`src/rtl/cgs_pkg.sv`:
```
package cgs_pkg;

    localparam int unsigned NUM_CH = 2;

    typedef struct packed {
        logic              cal_q;
        logic [NUM_CH-1:0] pd_prev;
        logic              tainted;
        logic              recal;
    } trk_state_t;

endpackage

```
`src/rtl/cgs_pd_merge.sv`:
```
module cgs_pd_merge #(
    parameter int unsigned NUM_CH = 2
) (
    input  logic              ext_en_i,
    input  logic [NUM_CH-1:0] pin_i,
    input  logic [NUM_CH-1:0] reg_i,
    output logic [NUM_CH-1:0] eff_o
);

    for (genvar c = 0; c < NUM_CH; c++) begin : g_ch
        always_comb begin
            eff_o[c] = pin_i[c] | (ext_en_i & reg_i[c]);
        end
    end

endmodule

```
`src/rtl/cgs_flush_timer.sv`:
```
module cgs_flush_timer #(
    parameter int unsigned FLUSH_CYCLES = 60
) (
    input  logic clk_i,
    input  logic rst_ni,
    input  logic cal_run_i,
    output logic quiet_o
);

    localparam int unsigned CNT_W = $clog2(FLUSH_CYCLES + 1);
    localparam logic [CNT_W-1:0] LOAD = CNT_W'(FLUSH_CYCLES);

    logic [CNT_W-1:0] cnt_d, cnt_q;

    always_comb begin
        cnt_d = cnt_q;
        if (cal_run_i) begin
            cnt_d = LOAD;
        end else if (cnt_q != '0) begin
            cnt_d = cnt_q - 1'b1;
        end
        quiet_o = !cal_run_i && (cnt_q == '0);
    end

    always_ff @(posedge clk_i) begin
        if (!rst_ni) begin
            cnt_q <= '0;
        end else begin
            cnt_q <= cnt_d;
        end
    end

endmodule

```
`src/rtl/cgs_recal_tracker.sv`:
```
module cgs_recal_tracker
    import cgs_pkg::*;
(
    input  logic              clk_i,
    input  logic              rst_ni,
    input  logic              cal_run_i,
    input  logic [NUM_CH-1:0] pd_eff_i,
    output logic              recal_o
);

    trk_state_t s_d, s_q;
    logic [NUM_CH-1:0] entered;
    logic [NUM_CH-1:0] left;
    logic              all_down_in_cal;
    logic              event_seen;
    logic              cal_fall;

    always_comb begin
        s_d             = s_q;
        entered         = pd_eff_i & ~s_q.pd_prev;
        left            = s_q.pd_prev & ~pd_eff_i;
        all_down_in_cal = cal_run_i && (&pd_eff_i);
        event_seen      = (|left) || ($countones(entered) == 1) || all_down_in_cal;
        cal_fall        = s_q.cal_q && !cal_run_i;

        s_d.cal_q   = cal_run_i;
        s_d.pd_prev = pd_eff_i;

        if (cal_fall) begin
            s_d.tainted = 1'b0;
        end else if (cal_run_i && event_seen) begin
            s_d.tainted = 1'b1;
        end

        if (event_seen) begin
            s_d.recal = 1'b1;
        end else if (cal_fall && !s_q.tainted) begin
            s_d.recal = 1'b0;
        end
    end

    always_ff @(posedge clk_i) begin
        if (!rst_ni) begin
            s_q.cal_q   <= 1'b0;
            s_q.pd_prev <= '0;
            s_q.tainted <= 1'b0;
            s_q.recal   <= 1'b1;
        end else begin
            s_q <= s_d;
        end
    end

    assign recal_o = s_q.recal;

endmodule

```
`src/rtl/cgs_out_gate.sv`:
```
module cgs_out_gate #(
    parameter int unsigned DATA_W = 12
) (
    input  logic              quiet_i,
    input  logic              pd_i,
    input  logic [DATA_W-1:0] data_i,
    input  logic              ovr_i,
    output logic              valid_o,
    output logic [DATA_W-1:0] data_o,
    output logic              ovr_o
);

    always_comb begin
        valid_o = quiet_i && !pd_i;
        data_o  = valid_o ? data_i : '0;
        ovr_o   = valid_o && ovr_i;
    end

endmodule

```
`src/rtl/cal_gate_supervisor.sv`:
```
module cal_gate_supervisor
    import cgs_pkg::*;
#(
    parameter int unsigned DATA_W       = 12,
    parameter int unsigned FLUSH_CYCLES = 60
) (
    input  logic              clk_i,
    input  logic              rst_ni,
    input  logic              cal_run_i,
    input  logic              ext_ctl_en_i,
    input  logic              pd_pin_a_i,
    input  logic              pd_pin_b_i,
    input  logic              pd_reg_a_i,
    input  logic              pd_reg_b_i,
    input  logic [DATA_W-1:0] data_a_i,
    input  logic [DATA_W-1:0] data_b_i,
    input  logic              ovr_a_i,
    input  logic              ovr_b_i,
    output logic              pd_eff_a_o,
    output logic              pd_eff_b_o,
    output logic              valid_a_o,
    output logic              valid_b_o,
    output logic [DATA_W-1:0] data_a_o,
    output logic [DATA_W-1:0] data_b_o,
    output logic              ovr_a_o,
    output logic              ovr_b_o,
    output logic              recal_req_o
);

    logic [NUM_CH-1:0] pd_eff;
    logic [NUM_CH-1:0] valid;
    logic [NUM_CH-1:0] ovr_in, ovr_out;
    logic [NUM_CH-1:0][DATA_W-1:0] din, dout;
    logic quiet;

    assign din    = {data_b_i, data_a_i};
    assign ovr_in = {ovr_b_i, ovr_a_i};

    cgs_pd_merge #(.NUM_CH(NUM_CH)) u_merge (
        .ext_en_i (ext_ctl_en_i),
        .pin_i    ({pd_pin_b_i, pd_pin_a_i}),
        .reg_i    ({pd_reg_b_i, pd_reg_a_i}),
        .eff_o    (pd_eff)
    );

    cgs_flush_timer #(.FLUSH_CYCLES(FLUSH_CYCLES)) u_timer (
        .clk_i     (clk_i),
        .rst_ni    (rst_ni),
        .cal_run_i (cal_run_i),
        .quiet_o   (quiet)
    );

    cgs_recal_tracker u_track (
        .clk_i     (clk_i),
        .rst_ni    (rst_ni),
        .cal_run_i (cal_run_i),
        .pd_eff_i  (pd_eff),
        .recal_o   (recal_req_o)
    );

    for (genvar c = 0; c < NUM_CH; c++) begin : g_gate
        cgs_out_gate #(.DATA_W(DATA_W)) u_gate (
            .quiet_i (quiet),
            .pd_i    (pd_eff[c]),
            .data_i  (din[c]),
            .ovr_i   (ovr_in[c]),
            .valid_o (valid[c]),
            .data_o  (dout[c]),
            .ovr_o   (ovr_out[c])
        );
    end

    assign pd_eff_a_o = pd_eff[0];
    assign pd_eff_b_o = pd_eff[1];
    assign valid_a_o  = valid[0];
    assign valid_b_o  = valid[1];
    assign data_a_o   = dout[0];
    assign data_b_o   = dout[1];
    assign ovr_a_o    = ovr_out[0];
    assign ovr_b_o    = ovr_out[1];

endmodule

```
`config.mk`:
```
export PLATFORM = sky130hd
export DESIGN_NAME = cal_gate_supervisor
export DESIGN_NICKNAME = d
export VERILOG_FILES = /design/src/rtl/cgs_pkg.sv /design/src/rtl/cgs_pd_merge.sv /design/src/rtl/cgs_flush_timer.sv /design/src/rtl/cgs_recal_tracker.sv /design/src/rtl/cgs_out_gate.sv /design/src/rtl/cal_gate_supervisor.sv
export SDC_FILE = /design/constraint.sdc
export NUM_CORES = 1
export LEC_CHECK = 0
export CORE_ASPECT_RATIO = 1.25
export CORE_MARGIN = 2
export CORE_UTILIZATION = 30
export DETAILED_ROUTE_END_ITERATION = 12
export GPL_TIMING_DRIVEN = 0
export HOLD_SLACK_MARGIN = 0.15
export PLACE_DENSITY = 0.86
export SYNTH_ARGS = -nofsm -noshare
export SYNTH_HDL_FRONTEND = slang
export SYNTH_SLANG_ARGS = --single-unit
```
`constraint.sdc`:
```
create_clock -name clk_i -period 2.5 [get_ports clk_i]
set_input_delay 0.5 -clock clk_i [delete_from_list [all_inputs] [get_ports clk_i]]
set_output_delay 0.5 -clock clk_i [all_outputs]
set_load 0.05 [all_outputs]
```
==> impl_metrics.tcl, run 1 <==
set metrics [dict create \
    timing.fmax_ghz 0.394 \
    ant_nets 0 \
    die-area_sq_mm 0.00277 \
    antenna_found_initial 0 \
    synth_async_sr_flop_share_pct 0 \
    critPathSlowestCell "clkdlybuf4s50_1" \
    netlist.area_leader.share_pct 31.0 \
    clockBufferDepth 2 \
    cts_buffers 3 \
    slowest_delay_ps 460 \
    yosys.cell_count.top_type "and2_1" \
    layout_min_cycle_time_ps 2540 \
    r2r_start "u_timer.cnt_q[1]" \
    viasPerCell 4.76 \
    setup_tns_ps -280 \
    yosysTopAreaCell "dfxtp_1" \
    nFillCells 138 \
    die_h_microns 58.4 \
    synth.distinct_cells 31 \
    initial_core_util_pct 32.1 \
    ys.warnings.count 0 \
    crit_required_ps 2000 \
    finalHoldViolCount 0 \
    ys_seq_area_share_pct 31.0 \
    drtIter0Drc 15 \
    drive_above_1_share_pct 45.3 \
    p_switching_uw 170 \
    syn_inst 85 \
    r2r_cells 6 \
    grt_max_degree 11 \
    synth_flop_cell "dfxtp_1" \
    nNetsFinal 195 \
    hold_class "reg2reg" \
    rows 19 \
    clkTransAtPathRegs_ps 70 \
    clk_latency_ps 270 \
    dpl_cell_area_sq_mm 0.00140 \
    cts_root_buf "clkbuf_4" \
    synth_area_leaders "dfxtp_1 (31%), and2_1 (23%), nor3_4 (4.6%), a21oi_1 (4.2%), inv_1 (2.6%)" \
    hpwlAfterDp_microns 2090 \
    wl_microns 2780 \
    comb_power_share_pct 39.6 \
    crit_type "in2out" \
    path_cells "clkdlybuf4s50_1 -> a21oi_2 -> inv_2 -> nor3_4 -> buf_6 -> and2_4 -> buf_8" \
    gr-usage-met2_pct 34.6 \
    arrival_ps 2040 \
    antenna-diode-count 0 \
    ioPinCount 65 \
    power.density_mw_per_mm2 334 \
    maxCapViolations 0 \
    syn-num-nets 120 \
    pwr-share-seq_pct 37.8 \
    critical_path_peak_fanout 6 \
    p_clk_share_pct 22.6 \
    post_drt_wl_per_cell_microns 14.6 \
    grt_pass1_vias 888 \
    p_int_uw 368 \
    peakVddDrop_v 0.000312 \
    rr_endpoint "u_timer.cnt_q[1]" \
    clkSinkCount 11 \
    grt_first_pass_wirelength_microns 3930 \
    ys_seq_elements 11 \
    cp-end-kind "primary output" \
    setup_violations 9 \
    cp-endpoint "data_a_o[2]" \
    worst-r2r-setup-slack_ps 780 \
    crit_start "ext_ctl_en_i" \
    status "finished with violations" \
    drtPass1Iterations 4 \
    routabilityCongestion 0.689 \
    violations "setup timing" \
    whs_ps 462 \
    syn_area_per_cell_sq_um 8.35 \
    cts_htree_levels 1 \
    grt.busiest_layer "met2" \
    p_leak_uw 0.000697 \
    rsz0062_at_grt "true" \
    setup_ws_ps -37.3 \
    io_buffers 64 \
    final_core_util_pct 72.8 \
    track_usage_pct 19.3 \
    start_kind "primary input" \
    vias 904 \
    max-slew-margin-rel_pct 65.4 \
    core_sq_mm 0.00221 \
    swShare_pct 31.6 \
    drc 0 \
    use_met3_pct 5.83 \
    finalCritPeriodShare_pct 101 \
    layout-area-overhead-vs-synth_pct 127 \
    use_met1_pct 20.2 \
    synth_edf_count 0 \
    grt_overflow 0 \
    finClkSkew_ps 0.960 \
    worstMarginPinSlew_ps 514 \
    design_area_sq_mm 0.00161 \
    synthTopCellsByCount "and2_1 (26), dfxtp_1 (11), a21oi_1 (6)" \
    synth_area_sq_um 709 \
    cts_tree "yes" \
    die_x_microns 47.5 \
    drv_slew 0 \
]
==> power by group through the flow <==
stage	clock network, uW	logic (uW)	registers, uW
finish	122	213	203
global route	133	230	205
CTS	128	206	203
detailed placement	0	185	206
global placement	0	180	205
floorplan	0	102	204
==> cell families after synthesis <==
family          synth area share (%)
fa+ha+maj                       1.76
flops                           31.0
buf+inv                         5.82
simple gates                    45.2
mux                             1.41
compound gates                  11.1
xor+xnor                        3.70
==> registers in the layout (all words and copies together) (netlist names) <==
register         count
u_track.recal_o      1
u_timer.cnt_q        6
u_track.s_q          4
==> metal layers <==
metal / share of wire, % / vias up / wire length (microns)
li1: - / 438 / -
met1: 34 / 413 / 940
met2: 51 / 51 / 1420
met3: 14 / 2 / 398
met4: 0.68 / 0 / 19
met5: 0 / - / 0
==> layout by cell type, fill, tap and decap left out, types with 4 or more instances in the layout <==
master / synthesis / layout
nor2_1: 5 / 5
buf_4: 1 / 6
buf_6: 1 / 17
a21oi_1: 6 / 4
clkdlybuf4s50_1: 0 / 34
buf_8: 0 / 13
and2_1: 26 / 6
and2_2: 0 / 6
and2_4: 0 / 14
dfxtp_1: 11 / 10
==> repair_timing <==
action | 4_1_cts | 5_1_grt
setup buffers | 3 | 2
resized for setup | 217 | 17
hold buffers | 0 | 0
setup endpoints to repair | 30 | 28
pin swaps | 10 | 6
cloned | 1 | 0
==> critical path: cells and delay by family <==
kind,cells,cell delay (ps)
AO/OA/AOI/OAI,1,220
AND/OR/NAND/NOR,2,440
buffers and inverters,4,870
==> layout make-up <==
class | count | area (sq um) | area share, %
Buffer | 2 | 22.5 | 1.40
Timing Repair Buffer | 70 | 767 | 47.7
Tap cell | 31 | 38.8 | 2.41
Inverter | 6 | 22.5 | 1.40
Sequential cell | 11 | 221 | 13.8
Clock buffer | 4 | 26.3 | 1.63
Multi-Input combinational cell | 66 | 510 | 31.7
==> worst min-delay path by stage <==
stage              startpoint  slack [ps]             end  cells past startpoint
2_1_floorplan  u_track.s_q[1]         440  u_track.s_q[1]                      2
3_3_place_gp   u_track.s_q[1]         450  u_track.s_q[1]                      2
3_5_place_dp   u_track.s_q[1]         460  u_track.s_q[1]                      2
4_1_cts        u_track.s_q[1]         460  u_track.s_q[1]                      2
5_1_grt        u_track.s_q[1]         490  u_track.s_q[1]                      2
6_report       u_track.s_q[1]         460  u_track.s_q[1]                      2
==> through the flow <==
step / instances / setup WS [ps] / power (uW)
5_1_grt: 190 / -153 / 567
2_1_floorplan: 85 / 33.9 / 307
3_5_place_dp: 180 / -729 / 391
4_1_cts: 188 / -55.9 / 537
6_report: 190 / -37.3 / 538
3_3_place_gp: 180 / -705 / 385
(Power assumes the default switching activity.)
==> run 2, diff against run 1 <==
--- a/config.mk
+++ b/config.mk
@@ -5,9 +5,11 @@
 export SDC_FILE = /design/constraint.sdc
 export NUM_CORES = 1
 export LEC_CHECK = 0
+export ABC_AREA = 1
+export ABC_CLOCK_PERIOD_IN_PS = 2500
 export CORE_ASPECT_RATIO = 1.25
 export CORE_MARGIN = 2
-export CORE_UTILIZATION = 30
+export CORE_UTILIZATION = 33
 export DETAILED_ROUTE_END_ITERATION = 12
 export GPL_TIMING_DRIVEN = 0
 export HOLD_SLACK_MARGIN = 0.15
==> impl_metrics.tcl, run 2 <==
set metrics [dict create \
    hpwlAfterDp_microns 1960 \
    clockBufferDepth 2 \
    peakVddDrop_v 0.000348 \
    io_buffers 63 \
    track_usage_pct 16.2 \
    comb_power_share_pct 39.5 \
    ys_seq_elements 11 \
    viasPerCell 4.18 \
    routabilityCongestion 0.907 \
    p_clk_share_pct 23.5 \
    grt_max_degree 11 \
    largest_register_ffs 6 \
    critical_path_peak_fanout 5 \
    syn_inst 137 \
    clk_latency_ps 280 \
    path_cells "inv_1 -> ha_1 -> inv_1 -> nor2_4 -> nand2_4 -> nor2_8 -> nand3_4 -> nor2_1 -> clkdlybuf4s15_2" \
    max-slew-margin-rel_pct 66.3 \
    synth_area_leaders "dfxtp_1 (25%), inv_1 (20%), nor2_2 (12%), nor2_1 (6.9%), nand2_1 (5.6%)" \
    arrival_ps 1940 \
    maxCapViolations 0 \
    synth.distinct_cells 21 \
    synthTopCellsByCount "inv_1 (46), nor2_2 (17), nor2_1 (16)" \
    whs_ps 458 \
    cp.buffers_inverters 3 \
    yosysTopAreaCell "dfxtp_1" \
    netlist.area_leader.share_pct 25.5 \
    mostFrequentLayoutCells "inv_1 (45), clkdlybuf4s50_1 (33), buf_4 (19), nor2_1 (16), nor2_2 (16)" \
    drtPass1Iterations 4 \
    swShare_pct 35.3 \
    vias 1002 \
    crit_start "u_timer.cnt_q[1]" \
    power.density_mw_per_mm2 348 \
    synth_async_sr_flop_share_pct 0 \
    die-area_sq_mm 0.00305 \
    cts_buffers 3 \
    grt_overflow 0 \
    initial_core_util_pct 35.3 \
    clkTransAtPathRegs_ps 70 \
    worst-r2r-setup-slack_ps 1010 \
    crit_required_ps 2000 \
    min_from "u_track.s_q[1]" \
    cts_root_buf "clkbuf_4" \
    cts_htree_levels 1 \
    yosys.cell_count.top_type "inv_1" \
    p_int_uw 349 \
    grt_pass1_vias 892 \
    setup_violations 0 \
    critPathSlowestCell "clkdlybuf4s15_2" \
    finalCritPeriodShare_pct 97.7 \
    drtIter0Drc 11 \
    drc 0 \
    ant_nets 0 \
    finClkSkew_ps 0.717 \
    grt_first_pass_wirelength_microns 3760 \
    cpMostUsedCell "inv_1" \
    clkSinkCount 11 \
    die_h_microns 61.2 \
    hold_class "reg2reg" \
    drive_above_1_share_pct 30.0 \
    slowest_delay_ps 380 \
    p_leak_uw 0.000856 \
    status "finished, final reports clean" \
    cp-end-kind "primary output" \
    timing.fmax_ghz 0.409 \
    setup_tns_ps 0 \
    wl_microns 2430 \
    ys_seq_area_share_pct 25.5 \
    syn_area_per_cell_sq_um 6.31 \
    rows 20 \
    synth_area_sq_um 865 \
    ioPinCount 65 \
    layout_min_cycle_time_ps 2440 \
    antenna-diode-count 0 \
    worstMarginPinSlew_ps 505 \
    r2r_start "u_timer.cnt_q[1]" \
    die_x_microns 49.8 \
    crit_type "reg2out" \
    ys.warnings.count 0 \
    synth_flop_cell "dfxtp_1" \
    largest-register "u_timer.cnt_q" \
    finalHoldViolCount 0 \
    p_switching_uw 190 \
    antenna_found_initial 0 \
    pwr-share-seq_pct 37.0 \
    start_kind "flip-flop" \
    synth_edf_count 0 \
    nNetsFinal 243 \
    final_common_cell "inv_1" \
    cts_hold_buf 0 \
    post_drt_wl_per_cell_microns 10.1 \
    cts_tree "yes" \
    drv_slew 0 \
    syn-num-nets 172 \
    core_sq_mm 0.00245 \
    layout-area-overhead-vs-synth_pct 79.0 \
    crit_family "simple AND/OR/NAND/NOR gates" \
]
run 2: cell types whose count changed after synthesis, sizes merged, moves of 2 or more:
cell    previous run  this run
nor3               4         0
and2              26         0
nand4              0         2
nor2               5        36
nand3              2         8
inv                5        47
or3                2         0
xnor2              2         0
nand2              1        14
a21oi              6         8
nor4               2         0
nand2b             2         0
run 2: per-stage QoR:
step	setup slack, ps	utilization, %	area, sq um	instances	total power, uW
after floorplan	108	-	865	137	322
after global placement	-469	62.7	1540	233	401
after detailed placement	-464	62.7	1540	233	405
after CTS	0.557	61.8	1520	237	529
after global routing	-23.6	63.1	1550	240	567
final	57.7	63.1	1550	240	539
run 2: kinds of logic (layout without fill, tap and decap cells):
family / Yosys count / in the layout / synth area share (%)
AND/OR/NAND/NOR: 60 / 60 / 39.5
buffers and inverters: 50 / 120 / 23.6
AO/OA/AOI/OAI: 15 / 15 / 9.99
flip-flops: 11 / 11 / 25.5
adder cells (fa/ha/maj): 1 / 1 / 1.45
run 2: per-layer routing:
layer | up-vias | GRT usage, % | wire [microns]
met4 | 0 | 11.5 | 59
met5 | - | 0 | 0
met2 | 50 | 27.2 | 1020
li1 | 535 | - | -
met1 | 412 | 18.0 | 1110
met3 | 5 | 4.37 | 243
run 2: path summary, 6_finish.rpt:
check | endpoint | cells past startpoint
min reg2reg | u_track.s_q[1] | 2
max | data_b_o[0] | 9
min | u_track.s_q[1] | 2
max reg2reg | u_timer.cnt_q[1] | 11
run 2: tightest hold or removal path: cells and delay by family, from the launching register on:
family	cells	cell delay [ps]
AOI/OAI and AO/OA	1	50
buffers and inverters	1	50
DFF	1	310
run 2: final cells by class:
cell class                      count  area [sq um]
Fill cell                         231           905
Timing Repair Buffer               66           602
Multi-Input combinational cell     76           450
Sequential cell                    11           220
Inverter                           47           176
Tap cell                           33          41.3
Buffer                              3          31.3
Clock buffer                        4          26.3
run 2: timing repair:
item	4_1_cts	5_1_grt
pin swaps	0	1
buffers inserted	0	3
setup endpoints to repair	28	30
resized for setup	141	11
run 2: power by group through the flow:
stage               clock, uW  combinational (uW)  sequential, uW
floorplan                   0                 120             202
finish                    127                 213             199
detailed placement          0                 202             203
CTS                       129                 201             199
global route              133                 233             201
global placement            0                 198             202
==> run 3, diff against run 2 <==
--- a/config.mk
+++ b/config.mk
@@ -9,11 +9,12 @@
 export ABC_CLOCK_PERIOD_IN_PS = 2500
 export CORE_ASPECT_RATIO = 1.25
 export CORE_MARGIN = 2
-export CORE_UTILIZATION = 33
+export CORE_UTILIZATION = 50
 export DETAILED_ROUTE_END_ITERATION = 12
+export DONT_BUFFER_PORTS = 1
 export GPL_TIMING_DRIVEN = 0
-export HOLD_SLACK_MARGIN = 0.15
-export PLACE_DENSITY = 0.86
+export HOLD_SLACK_MARGIN = 0.05
+export PLACE_DENSITY = 0.72
 export SYNTH_ARGS = -nofsm -noshare
 export SYNTH_HDL_FRONTEND = slang
 export SYNTH_SLANG_ARGS = --single-unit
==> impl_metrics.tcl, run 3 (synthesis results as in run 2) <==
set metrics [dict create \
    clockBufferDepth 2 \
    die_x_microns 41.2 \
    largest-register "u_timer.cnt_q" \
    drv_slew 0 \
    worst-r2r-setup-slack_ps 1060 \
    viasPerCell 4.98 \
    max-slew-margin-rel_pct 59.8 \
    nNetsFinal 183 \
    grt_overflow 0 \
    final_common_cell "inv_1" \
    post-place-ws_ps -37.6 \
    rr_endpoint "u_timer.cnt_q[1]" \
    vias 822 \
    antenna_found_initial 0 \
    r2r_cells 11 \
    status "finished, final reports clean" \
    p_clk_share_pct 24.6 \
    peakVddDrop_v 0.000340 \
    grt_max_degree 11 \
    crit_type "reg2out" \
    dpl_cell_area_sq_um 887 \
    ant_nets 0 \
    post_drt_wl_per_cell_microns 12.4 \
    clkTransAtPathRegs_ps 70 \
    setup_ws_ps 105 \
    cts_root_buf "clkbuf_4" \
    die-area_sq_mm 0.00208 \
    power.density_mw_per_mm2 446 \
    timing.fmax_ghz 0.417 \
    critical_path_peak_fanout 6 \
    cts_htree_levels 1 \
    finalHoldViolCount 0 \
    drtIter0Drc 12 \
    antenna-diode-count 0 \
    start_kind "flip-flop" \
    arrival_ps 1900 \
    swShare_pct 38.0 \
    p_leak_uw 0.000567 \
    design_area_sq_mm 0.00110 \
    initial_core_util_pct 54.0 \
    track_usage_pct 18.1 \
    hold_class "in2reg" \
    min_from "rst_ni" \
    setup_violations 0 \
    wl_microns 2040 \
    core_sq_mm 0.00160 \
    nFillCells 134 \
    p_switching_uw 187 \
    worstMarginPinSlew_ps 603 \
    p_int_uw 305 \
    layout-area-overhead-vs-synth_pct 27.5 \
    r2r_start "u_timer.cnt_q[1]" \
    ioPinCount 65 \
    largest_register_ffs 6 \
    comb_power_share_pct 34.4 \
    drc 0 \
    drtPass1Iterations 4 \
    layout_min_cycle_time_ps 2400 \
    drive_above_1_share_pct 33.3 \
    hpwlAfterDp_microns 1360 \
    rsz0062_at_grt "false" \
    whs_ps 332 \
    cp-end-kind "primary output" \
    pwr-share-seq_pct 41.0 \
    grt_pass1_vias 683 \
    io_buffers 0 \
    die_h_microns 50.5 \
    finalCritPeriodShare_pct 95.8 \
    crit_required_ps 2000 \
    mostFrequentLayoutCells "inv_1 (41), nor2_4 (19), nand2_1 (13), dfxtp_1 (11)" \
    hold_depth 1 \
    routabilityCongestion 0.819 \
    cts_buffers 3 \
    holdPathEnd "u_track.recal_o" \
    cts_tree "yes" \
    clkSinkCount 11 \
    finClkSkew_ps 1.08 \
    clk_latency_ps 270 \
    grt_first_pass_wirelength_microns 2640 \
    maxCapViolations 0 \
    rows 16 \
]
==> run 3: repair_timing <==
item,4_1_cts,5_1_grt
resized for setup,23,10
buffers inserted,0,5
hold buffers,0,0
endpoints found under the setup margin,24,27
gates cloned,0,1
pin swaps,0,3
==> run 3: worst max-delay path: stages, from the launching register on <==
cell and delay (ps):
dfxtp_1 310, inv_2 70, ha_1 160, inv_2 50, nor2_4 130, nand2_4 80, nor2_8 180, nand3_4 150
clkbuf_16 210, nor2_4 280
==> run 3: final cells by class <==
| type | count | area, sq um | share of cell area (%) |
|---|---|---|---|
| Buffer | 3 | 36.3 | 3.29 |
| Inverter | 47 | 184 | 16.7 |
| Sequential cell | 11 | 220 | 20.0 |
| Multi-Input combinational cell | 76 | 551 | 49.9 |
| Clock buffer | 4 | 26.3 | 2.38 |
| Timing Repair Buffer | 6 | 62.6 | 5.68 |
| Tap cell | 18 | 22.5 | 2.04 |
==> run 3: stage by stage <==
stage / utilization (%) / setup TNS [ps] / cells / total power (uW)
floorplan: - / 0 / 137 / 322
global placement: 55.4 / -21.0 / 155 / 334
detailed placement: 55.4 / -37.6 / 155 / 338
CTS: 63.3 / -507 / 159 / 468
global route: 68.8 / 0 / 165 / 521
finish: 68.8 / 0 / 165 / 491
==> run 3: power by group through the flow <==
stage | registers, uW | clock network, uW | logic, uW
2_1_floorplan | 202 | 0 | 120
3_3_place_gp | 204 | 0 | 130
3_5_place_dp | 204 | 0 | 134
4_1_cts | 200 | 124 | 144
5_1_grt | 203 | 131 | 187
6_report | 201 | 121 | 169
==> run 3: worst max path at each step <==
stage               depth (start not counted)  slack (ps)              from           to
floorplan                                   5         110        pd_reg_b_i  data_b_o[0]
global placement                            5         -20        pd_reg_b_i      ovr_b_o
detailed placement                          5         -40        pd_reg_b_i      ovr_b_o
CTS                                         8        -170  u_timer.cnt_q[0]  data_b_o[1]
global route                                9           5  u_timer.cnt_q[1]  data_a_o[6]
finish                                      9         100  u_timer.cnt_q[1]  data_a_o[6]
==> run 3: metal layers <==
layer,GRT usage (%),part of all wire (%)
met5,0,0
met4,10.8,2.5
met3,1.77,7.9
met2,30.2,53
met1,20.7,37
